File: config.mk
export PLATFORM = sky130hd
export DESIGN_NAME = neuron_phase_seq
export DESIGN_NICKNAME = d
export VERILOG_FILES = /design/src/rtl/nsq_pkg.sv /design/src/rtl/nsq_sync.sv /design/src/rtl/nsq_phase_fsm.sv /design/src/rtl/nsq_out_decode.sv /design/src/rtl/neuron_phase_seq.sv
export SDC_FILE = /design/constraint.sdc
export NUM_CORES = 1
export LEC_CHECK = 0
export ABC_AREA = 1
export ABC_CLOCK_PERIOD_IN_PS = 1450
export CORE_MARGIN = 2
export CORE_UTILIZATION = 45
export CTS_BUF_LIST = sky130_fd_sc_hd__clkbuf_2 sky130_fd_sc_hd__clkbuf_4 sky130_fd_sc_hd__clkbuf_8
export DETAILED_ROUTE_END_ITERATION = 8
export GPL_ROUTABILITY_DRIVEN = 0
export PLACE_DENSITY = 0.8
export SKIP_CTS_REPAIR_TIMING = 1
export SYNTH_ARGS = -nofsm -noshare
export SYNTH_HDL_FRONTEND = slang
export SYNTH_SLANG_ARGS = --single-unit
File: constraint.sdc
create_clock -name clk -period 1.45 [get_ports clk]
set_clock_uncertainty 0.1 [all_clocks]
set_input_delay 0.3625 -clock clk [delete_from_list [all_inputs] [get_ports clk]]
set_output_delay 0.3625 -clock clk [all_outputs]
set_load 0.05 [all_outputs]
File: src/rtl/nsq_pkg.sv
package nsq_pkg;
    typedef enum logic [2:0] {
        ST_INTEG   = 3'd0,
        ST_DEAD_IF = 3'd1,
        ST_PULSE   = 3'd2,
        ST_TAIL    = 3'd3,
        ST_CLEAR   = 3'd4,
        ST_DEAD_FI = 3'd5
    } nsq_state_e;

    localparam logic [1:0] LVL_REST = 2'b00;
    localparam logic [1:0] LVL_HIGH = 2'b01;
    localparam logic [1:0] LVL_LOW  = 2'b10;
endpackage

File: src/rtl/nsq_sync.sv
module nsq_sync #(
    parameter int STAGES = 2
) (
    input  logic clk,
    input  logic rst_n,
    input  logic async_i,
    output logic rise_o
);
    localparam int W = STAGES + 1;

    logic [W-1:0] sh_d, sh_q;

    always_comb begin
        sh_d = {sh_q[W-2:0], async_i};
    end

    always_ff @(posedge clk) begin
        if (!rst_n) sh_q <= '0;
        else        sh_q <= sh_d;
    end

    assign rise_o = sh_q[W-2] & ~sh_q[W-1];


    rise_single_chk: assert property (@(posedge clk) disable iff (!rst_n)
        rise_o |=> !rise_o);
endmodule

File: src/rtl/nsq_phase_fsm.sv
module nsq_phase_fsm
    import nsq_pkg::*;
#(
    parameter int CNT_W   = 8,
    parameter int DEAD_W  = 4,
    parameter int SHAPE_W = 2
) (
    input  logic               clk,
    input  logic               rst_n,
    input  logic               trig_evt_i,
    input  logic [CNT_W-1:0]   cfg_pulse_i,
    input  logic [CNT_W-1:0]   cfg_tail_i,
    input  logic [DEAD_W-1:0]  cfg_dead_i,
    input  logic [SHAPE_W-1:0] cfg_shape_i,
    output nsq_state_e         state_o,
    output logic               held_o,
    output logic [SHAPE_W-1:0] shape_o
);
    typedef struct packed {
        nsq_state_e         state;
        logic [CNT_W-1:0]   cnt;
        logic               held;
        logic [CNT_W-1:0]   p1m1;
        logic [CNT_W-1:0]   p2m1;
        logic [CNT_W-1:0]   dm1;
        logic [SHAPE_W-1:0] shape;
    } seq_t;

    seq_t r_d, r_q;

    function automatic logic [CNT_W-1:0] len_m1(input logic [CNT_W-1:0] v);
        return (v == '0) ? '0 : v - 1'b1;
    endfunction

    always_comb begin
        r_d = r_q;
        unique case (r_q.state)
            ST_INTEG: begin
                if (trig_evt_i) begin
                    r_d.held  = 1'b1;
                    r_d.p1m1  = len_m1(cfg_pulse_i);
                    r_d.p2m1  = len_m1(cfg_tail_i);
                    r_d.dm1   = len_m1(CNT_W'(cfg_dead_i));
                    r_d.shape = cfg_shape_i;
                    r_d.cnt   = len_m1(CNT_W'(cfg_dead_i));
                    r_d.state = ST_DEAD_IF;
                end
            end
            ST_DEAD_IF: begin
                if (r_q.cnt == '0) begin
                    r_d.state = ST_PULSE;
                    r_d.cnt   = r_q.p1m1;
                end else begin
                    r_d.cnt = r_q.cnt - 1'b1;
                end
            end
            ST_PULSE: begin
                if (r_q.cnt == '0) begin
                    r_d.state = ST_TAIL;
                    r_d.cnt   = r_q.p2m1;
                end else begin
                    r_d.cnt = r_q.cnt - 1'b1;
                end
            end
            ST_TAIL: begin
                if (r_q.cnt == '0) r_d.state = ST_CLEAR;
                else               r_d.cnt = r_q.cnt - 1'b1;
            end
            ST_CLEAR: begin
                r_d.held  = 1'b0;
                r_d.cnt   = r_q.dm1;
                r_d.state = ST_DEAD_FI;
            end
            ST_DEAD_FI: begin
                if (r_q.cnt == '0) r_d.state = ST_INTEG;
                else               r_d.cnt = r_q.cnt - 1'b1;
            end
            default: r_d.state = ST_INTEG;
        endcase
    end

    always_ff @(posedge clk) begin
        if (!rst_n) begin
            r_q.state <= ST_INTEG;
            r_q.cnt   <= '0;
            r_q.held  <= 1'b0;
            r_q.p1m1  <= '0;
            r_q.p2m1  <= '0;
            r_q.dm1   <= '0;
            r_q.shape <= '0;
        end else begin
            r_q <= r_d;
        end
    end

    assign state_o = r_q.state;
    assign held_o  = r_q.held;
    assign shape_o = r_q.shape;


    cfg_frozen_chk: assert property (@(posedge clk) disable iff (!rst_n)
        (r_q.state != ST_INTEG) |=> ($stable(r_q.p1m1) && $stable(r_q.p2m1)));


    held_in_spike_chk: assert property (@(posedge clk) disable iff (!rst_n)
        (r_q.state == ST_PULSE || r_q.state == ST_TAIL) |-> r_q.held);
endmodule

File: src/rtl/nsq_out_decode.sv
module nsq_out_decode
    import nsq_pkg::*;
#(
    parameter int SHAPE_W = 2
) (
    input  nsq_state_e         state_i,
    input  logic [SHAPE_W-1:0] shape_i,
    output logic               int_en_o,
    output logic               fire_en_o,
    output logic               ph_pulse_o,
    output logic               ph_tail_o,
    output logic               mem_rst_o,
    output logic               hi_drive_o,
    output logic [1:0]         lvl_sel_o,
    output logic [SHAPE_W-1:0] shape_o,
    output logic               latch_clr_o
);
    always_comb begin
        int_en_o    = 1'b0;
        fire_en_o   = 1'b0;
        ph_pulse_o  = 1'b0;
        ph_tail_o   = 1'b0;
        mem_rst_o   = 1'b0;
        latch_clr_o = 1'b0;
        lvl_sel_o   = LVL_REST;
        shape_o     = '0;
        unique case (state_i)
            ST_INTEG:   int_en_o = 1'b1;
            ST_DEAD_IF: ;
            ST_PULSE: begin
                fire_en_o  = 1'b1;
                ph_pulse_o = 1'b1;
                mem_rst_o  = 1'b1;
                lvl_sel_o  = LVL_HIGH;
            end
            ST_TAIL: begin
                fire_en_o = 1'b1;
                ph_tail_o = 1'b1;
                mem_rst_o = 1'b1;
                lvl_sel_o = LVL_LOW;
                shape_o   = shape_i;
            end
            ST_CLEAR: begin
                fire_en_o   = 1'b1;
                mem_rst_o   = 1'b1;
                latch_clr_o = 1'b1;
            end
            ST_DEAD_FI: mem_rst_o = 1'b1;
            default: ;
        endcase
        hi_drive_o = fire_en_o;
    end
endmodule

File: src/rtl/neuron_phase_seq.sv
module neuron_phase_seq
    import nsq_pkg::*;
#(
    parameter int CNT_W       = 8,
    parameter int DEAD_W      = 4,
    parameter int SHAPE_W     = 2,
    parameter int SYNC_STAGES = 2
) (
    input  logic               clk,
    input  logic               rst_n,
    input  logic               thr_cross_i,
    input  logic [CNT_W-1:0]   cfg_pulse_len_i,
    input  logic [CNT_W-1:0]   cfg_tail_len_i,
    input  logic [DEAD_W-1:0]  cfg_dead_len_i,
    input  logic [SHAPE_W-1:0] cfg_tail_shape_i,
    output logic               int_en_o,
    output logic               fire_en_o,
    output logic               ph_pulse_o,
    output logic               ph_tail_o,
    output logic               mem_rst_o,
    output logic               hi_drive_o,
    output logic [1:0]         lvl_sel_o,
    output logic [SHAPE_W-1:0] tail_shape_o,
    output logic               latch_clr_o,
    output logic               trig_held_o
);
    logic               trig_evt;
    nsq_state_e         state;
    logic [SHAPE_W-1:0] shape;

    nsq_sync #(.STAGES(SYNC_STAGES)) sync_i (
        .clk     (clk),
        .rst_n   (rst_n),
        .async_i (thr_cross_i),
        .rise_o  (trig_evt)
    );

    nsq_phase_fsm #(.CNT_W(CNT_W), .DEAD_W(DEAD_W), .SHAPE_W(SHAPE_W)) fsm_i (
        .clk         (clk),
        .rst_n       (rst_n),
        .trig_evt_i  (trig_evt),
        .cfg_pulse_i (cfg_pulse_len_i),
        .cfg_tail_i  (cfg_tail_len_i),
        .cfg_dead_i  (cfg_dead_len_i),
        .cfg_shape_i (cfg_tail_shape_i),
        .state_o     (state),
        .held_o      (trig_held_o),
        .shape_o     (shape)
    );

    nsq_out_decode #(.SHAPE_W(SHAPE_W)) dec_i (
        .state_i     (state),
        .shape_i     (shape),
        .int_en_o    (int_en_o),
        .fire_en_o   (fire_en_o),
        .ph_pulse_o  (ph_pulse_o),
        .ph_tail_o   (ph_tail_o),
        .mem_rst_o   (mem_rst_o),
        .hi_drive_o  (hi_drive_o),
        .lvl_sel_o   (lvl_sel_o),
        .shape_o     (tail_shape_o),
        .latch_clr_o (latch_clr_o)
    );


    mode_excl_chk: assert property (@(posedge clk) disable iff (!rst_n)
        !(int_en_o && fire_en_o));


    fire_gap_chk: assert property (@(posedge clk) disable iff (!rst_n)
        $rose(fire_en_o) |-> !$past(int_en_o));


    int_gap_chk: assert property (@(posedge clk) disable iff (!rst_n)
        $rose(int_en_o) |-> !$past(fire_en_o));


    phase_excl_chk: assert property (@(posedge clk) disable iff (!rst_n)
        !(ph_pulse_o && ph_tail_o));


    phase_order_chk: assert property (@(posedge clk) disable iff (!rst_n)
        $rose(ph_tail_o) |-> $past(ph_pulse_o));


    latch_clr_chk: assert property (@(posedge clk) disable iff (!rst_n)
        $fell(trig_held_o) |-> $past(latch_clr_o));


    mrst_off_chk: assert property (@(posedge clk) disable iff (!rst_n)
        int_en_o |-> !mem_rst_o);


    hidrv_chk: assert property (@(posedge clk) disable iff (!rst_n)
        hi_drive_o |-> (mem_rst_o && trig_held_o));
endmodule

After elaboration in Yosys (flattened, before gate mapping)

Index checks and enable logic that the tools add are counted.

$add $sub $neg: 4
Equal/unequal tests: 11
Muxes and demuxes: 22
Bitwise operators: 2
Reduce and logical (&&, ||, !) cells: 14

Operators with widths:

| cell                | number |
|---|---|
| $mux 8              | 6 |
| $pmux 8 s5          | 1 |
| $mux 38             | 1 |
| $logic_not 8->1     | 3 |
| $sub 8x1->8 const B | 3 |
| $pmux 3 s6          | 1 |
| $mux 3              | 4 |
| $ne 2x2->1 const B  | 5 |
| $eq 3x2->1 const B  | 2 |
| $eq 3x3->1 const B  | 2 |
| $mux 1              | 6 |
| $reduce_and 5->1    | 1 |
| $reduce_bool 5->1   | 1 |
| $sub 4x1->5 const B | 1 |
| $logic_not 4->1     | 1 |
| $pmux 2 s2          | 1 |
| $reduce_and 2->1    | 2 |
| $reduce_or 4->1     | 1 |
| $eq 3x1->1 const B  | 1 |
| $logic_not 3->1     | 1 |
| $reduce_and 3->1    | 1 |
| $reduce_or 3->1     | 1 |
| $mux 2              | 1 |
| $ne 2x1->1 const B  | 1 |
| other kinds (5)     | 5 |

Flip-flop bits (word level): 41
Input port bits: 25
Output and inout bits: 12
Logic and storage cells: 61

Logic depth before layout (Yosys ltp)

Word-level depth: 4
Gate-level depth with buffers: 11

Hierarchy

Synthesis repeated with hierarchy kept, for this count alone.

Cell total of the unflattened synthesis: 384
Area total of the unflattened synthesis: 2466.1 µm²

Modules (own cells, without submodules):

| module         | times used | cells each | area an instance (µm²) |
|---|---|---|---|
| nsq_phase_fsm  | 1          | 352        | 2269.7 |
| nsq_out_decode | 1          | 21         | 103.8 |
| nsq_sync       | 1          | 11         | 92.6 |

Worst setup path before layout

Ideal clock, no wire load.

Path kind: reg2out
Start: register fsm_i.state_o[2] (netlist name)
End: output hi_drive_o
Data arrival time: 1.593 ns
Required time: 0.988 ns
Slack: -0.605 ns
Cell stages (with the launch flop): 7
Path through: dfxtp_1 > inv_1 > buf_2 > ha_1 > inv_1 > nand2_1 > buf_4

Longest elaborated chain between the ends: 3
Elaborated cells between the ends (all ways): 5
Those cells by class: eq/ne: 3; mux: 1; reduce/logical: 1

Ends and longest elaborated chain:

| element                                         | line                   | source |
|---|---|---|
| $eq 3x2->1 / $eq 3x3->1 (equally long branches) | nsq_out_decode.sv:27   | `unique case (state_i)` |
| $reduce_or 3->1 (no source line) (*)            | n/a                    |  |
| $mux 1 (*)                                      | nsq_out_decode.sv:27   |  |
| end: declaration                                | neuron_phase_seq.sv:21 | `output logic hi_drive_o,` |

Every way passes the cells marked *; elsewhere a longest branch is shown, timed or not.

Worst setup path after layout

Start: register fsm_i.state_o[1] (netlist name)
End: output tail_shape_o[0]

Longest elaborated chain between the ends: 2

Ends and longest elaborated chain:

| element          | line                   | source |
|---|---|---|
| $eq 3x2->1       | nsq_out_decode.sv:27   |  |
| $mux 2           | nsq_out_decode.sv:27   |  |
| end: declaration | neuron_phase_seq.sv:23 | `output logic [SHAPE_W-1:0] tail_shape_o,` |

No other way between the ends.

==> results.toml <==
[yosys]
synthXorXnorAreaFrac_pct = 4.69
netlist.area_leader.share_pct = 31.4
synth_edf_count = 0
synth_fa_ha_area_share_pct = 2.58
synth_cells = 374
async_reset_ff_share_pct = 0
yosysMostFrequentCell = "nand2_1"
synth_top_family_by_area = "simple AND/OR/NAND/NOR gates"
yosys-top-cells-count = "109 x nand2_1, 46 x inv_1, 38 x dfxtp_1"
synth_top_area_cell = "dfxtp_1"
ys_types = 29
synth_mux_area_share_pct = 0
synth_seq_area_share_pct = 31.4
ys_ff_latch = 38
synth_ff_type = "dfxtp_1"
netlist_area_sq_mm = 0.00243
synthesis.nets = 404
synth_warnings = 0
synth_simple_gate_area_share_pct = 36.1
avgSynthCellArea_sq_um = 6.49
synth_compound_area_share_pct = 14.3
synth.area.top_cells = "dfxtp_1 31%, nand2_1 17%, inv_1 7.1%, a21oi_1 5.8%, nor2_1 5.4%"

[setup_path]
arrival_ns = 1.36
slowest_stage = "dfxtp_4"
critPathMaxStageDelay_ns = 0.43
cp.required_ns = 0.99
critPathKind = "flop to output pin"
crit_chain = "inv_4 > nor2_4 > nand2_4 > nor2_4 > buf_12"
path_max_fanout = 6
worst_path_most_repeated_cell = "nor2_4"
reg2reg_slack_ns = -0.36
start_kind = "flop"
end_kind = "output pin"
reg2reg_depth = 11

[die]
fp-row-count = 26
die_y_um = 77.4
die_w_um = 77.4
die_area_sq_mm = 0.00599
ioPinCount = 37
core_region_area_sq_mm = 0.00514
start_util_pct = 47.2

[timing]
worstMarginPinSlew_ns = 0.494
finalMaxSlewViolations = 0
fin_ws_ns = -0.368
fmax_ghz = 0.550
rsz0062_at_grt = "true"
timing.final.crit_share_pct = 125
fin_tns_setup_ns = -9.36
max_slew_margin_pct = 66.7
period_needed_ns = 1.82
hold_viol = 0
setup-violations-final = 44

[pwr]
powerDensity_mw_per_mm2 = 1940
total_power_mw = 8.49
vdd_drop_max_uv = 1080
leakagePower_nw = 2.05

[route]
vias = 3101
drc = 0
wl_per_cell_um = 19.3
via_per_inst = 5.66
route.final.wire_length_mm = 10.6
dr.pass1.iters = 6
drt_iter0_drc = 306
postRouteAntennaNets = 0

[cts]
htree_levels = 2
cts_tree = "yes"
clockBufferDepth = 2
numCtsBuffers = 5
cts_root_buf = "clkbuf_8"
cts.sinks = 38
clkTransAtPathRegs_ns = 0.09
clkLatencyLatePin_ns = 0.31

[placed_design]
port-buffer-count = 36
hpwl_mm = 4.96
pre_cts_ws_ns = -0.514

[min_path]
min_delay_path_depth = 2
hp-class = "flop to flop"

[cells_and_area]
synthToLayoutAreaGrowth_pct = 80.9
final_nets = 507
antenna_cells = 0
drive_above_1_share_pct = 49.6

[status]
violations = "setup timing"
outcome = "complete, but fails checks"

[global_route]
grt_pass1_wl_mm = 11.1
antenna_found_initial = 0
overflow = 0
grt_max_degree = 19
grt_pass1_vias = 2664
grt_usage_pct = 22.8

[job]
maxCapViolations = 0
where the power goes:
part | internal (mW) | switching, mW | total (mW)
clock | 0.735 | 0.459 | 1.19
sequential | 1.24 | 0.170 | 1.41
combinational | 2.48 | 3.41 | 5.89
total | 4.45 | 4.04 | 8.49
metal layers:
layer  part of all wire, %  global-route usage, %  vias up
li1                      -                      -     1372
met1                    33                   24.3     1427
met2                    51                   43.0      201
met3                   6.9                   4.42      101
met4                   9.5                   10.0        0
met5                     0                      0        -
final timing paths:
kind | start | end
hold reg to reg | sync_i.sh_q[0] | sync_i.sh_q[1]
hold / removal | sync_i.sh_q[0] | sync_i.sh_q[1]
setup reg to reg | fsm_i.state_o[1] | fsm_i.r_q[30]
setup / recovery | fsm_i.state_o[1] | tail_shape_o[0]
kinds of logic after synthesis:
family                     Yosys count
and+or+nand+nor                    196
buffers and inverters               63
AOI/OAI and AO/OA                   59
DFF                                 38
xor gates and xnor gates            13
adders and majority gates            5
final cells by class:
class                      instances  area, sq um
clock buffer                       6         82.6
sequential                        38          776
clock inverter                     2         60.1
multi-input combinational        273         1950
fill                             269          751
inverter                          53          264
timing repair buffer             106         1170
tap                               70         87.6
state kept, by name (all words and copies together) (netlist names):
signal         flops
fsm_i.held_o       1
sync_i.sh_q        3
fsm_i.state_o      3
fsm_i.shape_o      2
fsm_i.r_q         29
layout by cell type (no fill, tap or decap), types with 2 or more instances in the layout:
master	count
bufinv_16	2
o21ai_2	7
dfxtp_4	3
clkdlybuf4s50_1	14
buf_4	55
clkinvlp_4	4
nor2_1	18
nor2_2	8
a21oi_2	21
inv_6	2
dfxtp_2	3
xor2_2	3
dfxtp_1	32
o21ai_1	2
clkbuf_8	6
xor2_1	10
nand2_8	4
nand3_1	23
or2_0	2
nor2_4	12
nor3_2	3
clkinv_8	3
nand2_2	21
buf_12	18
o21ai_0	6
clkbuf_16	2
a21oi_1	14
ha_4	4
buf_6	7
inv_1	29
nand2_1	75
inv_2	14
a21boi_2	3
dlymetal6s2s_1	10
nand3_2	2
nand2_4	23
through the flow:
step | area, sq um | hold WS (ns) | util (%) | instances
2_1_floorplan | 2610 | 0.290 | - | 374
3_3_place_gp | 3560 | 0.298 | 69.4 | 527
3_5_place_dp | 3560 | 0.306 | 69.4 | 527
4_1_cts | 3710 | 0.323 | 72.1 | 535
5_1_grt | 4390 | 0.348 | 85.4 | 548
6_report | 4390 | 0.335 | 85.4 | 548
critical path, delay by kind of cell (launching register included):
| kind | cells | cell delay (ns) |
|---|---|---|
| buf+inv | 2 | 0.20 |
| simple gates | 3 | 0.40 |
| flops | 1 | 0.43 |
Power figures use the tool's default switching activity.
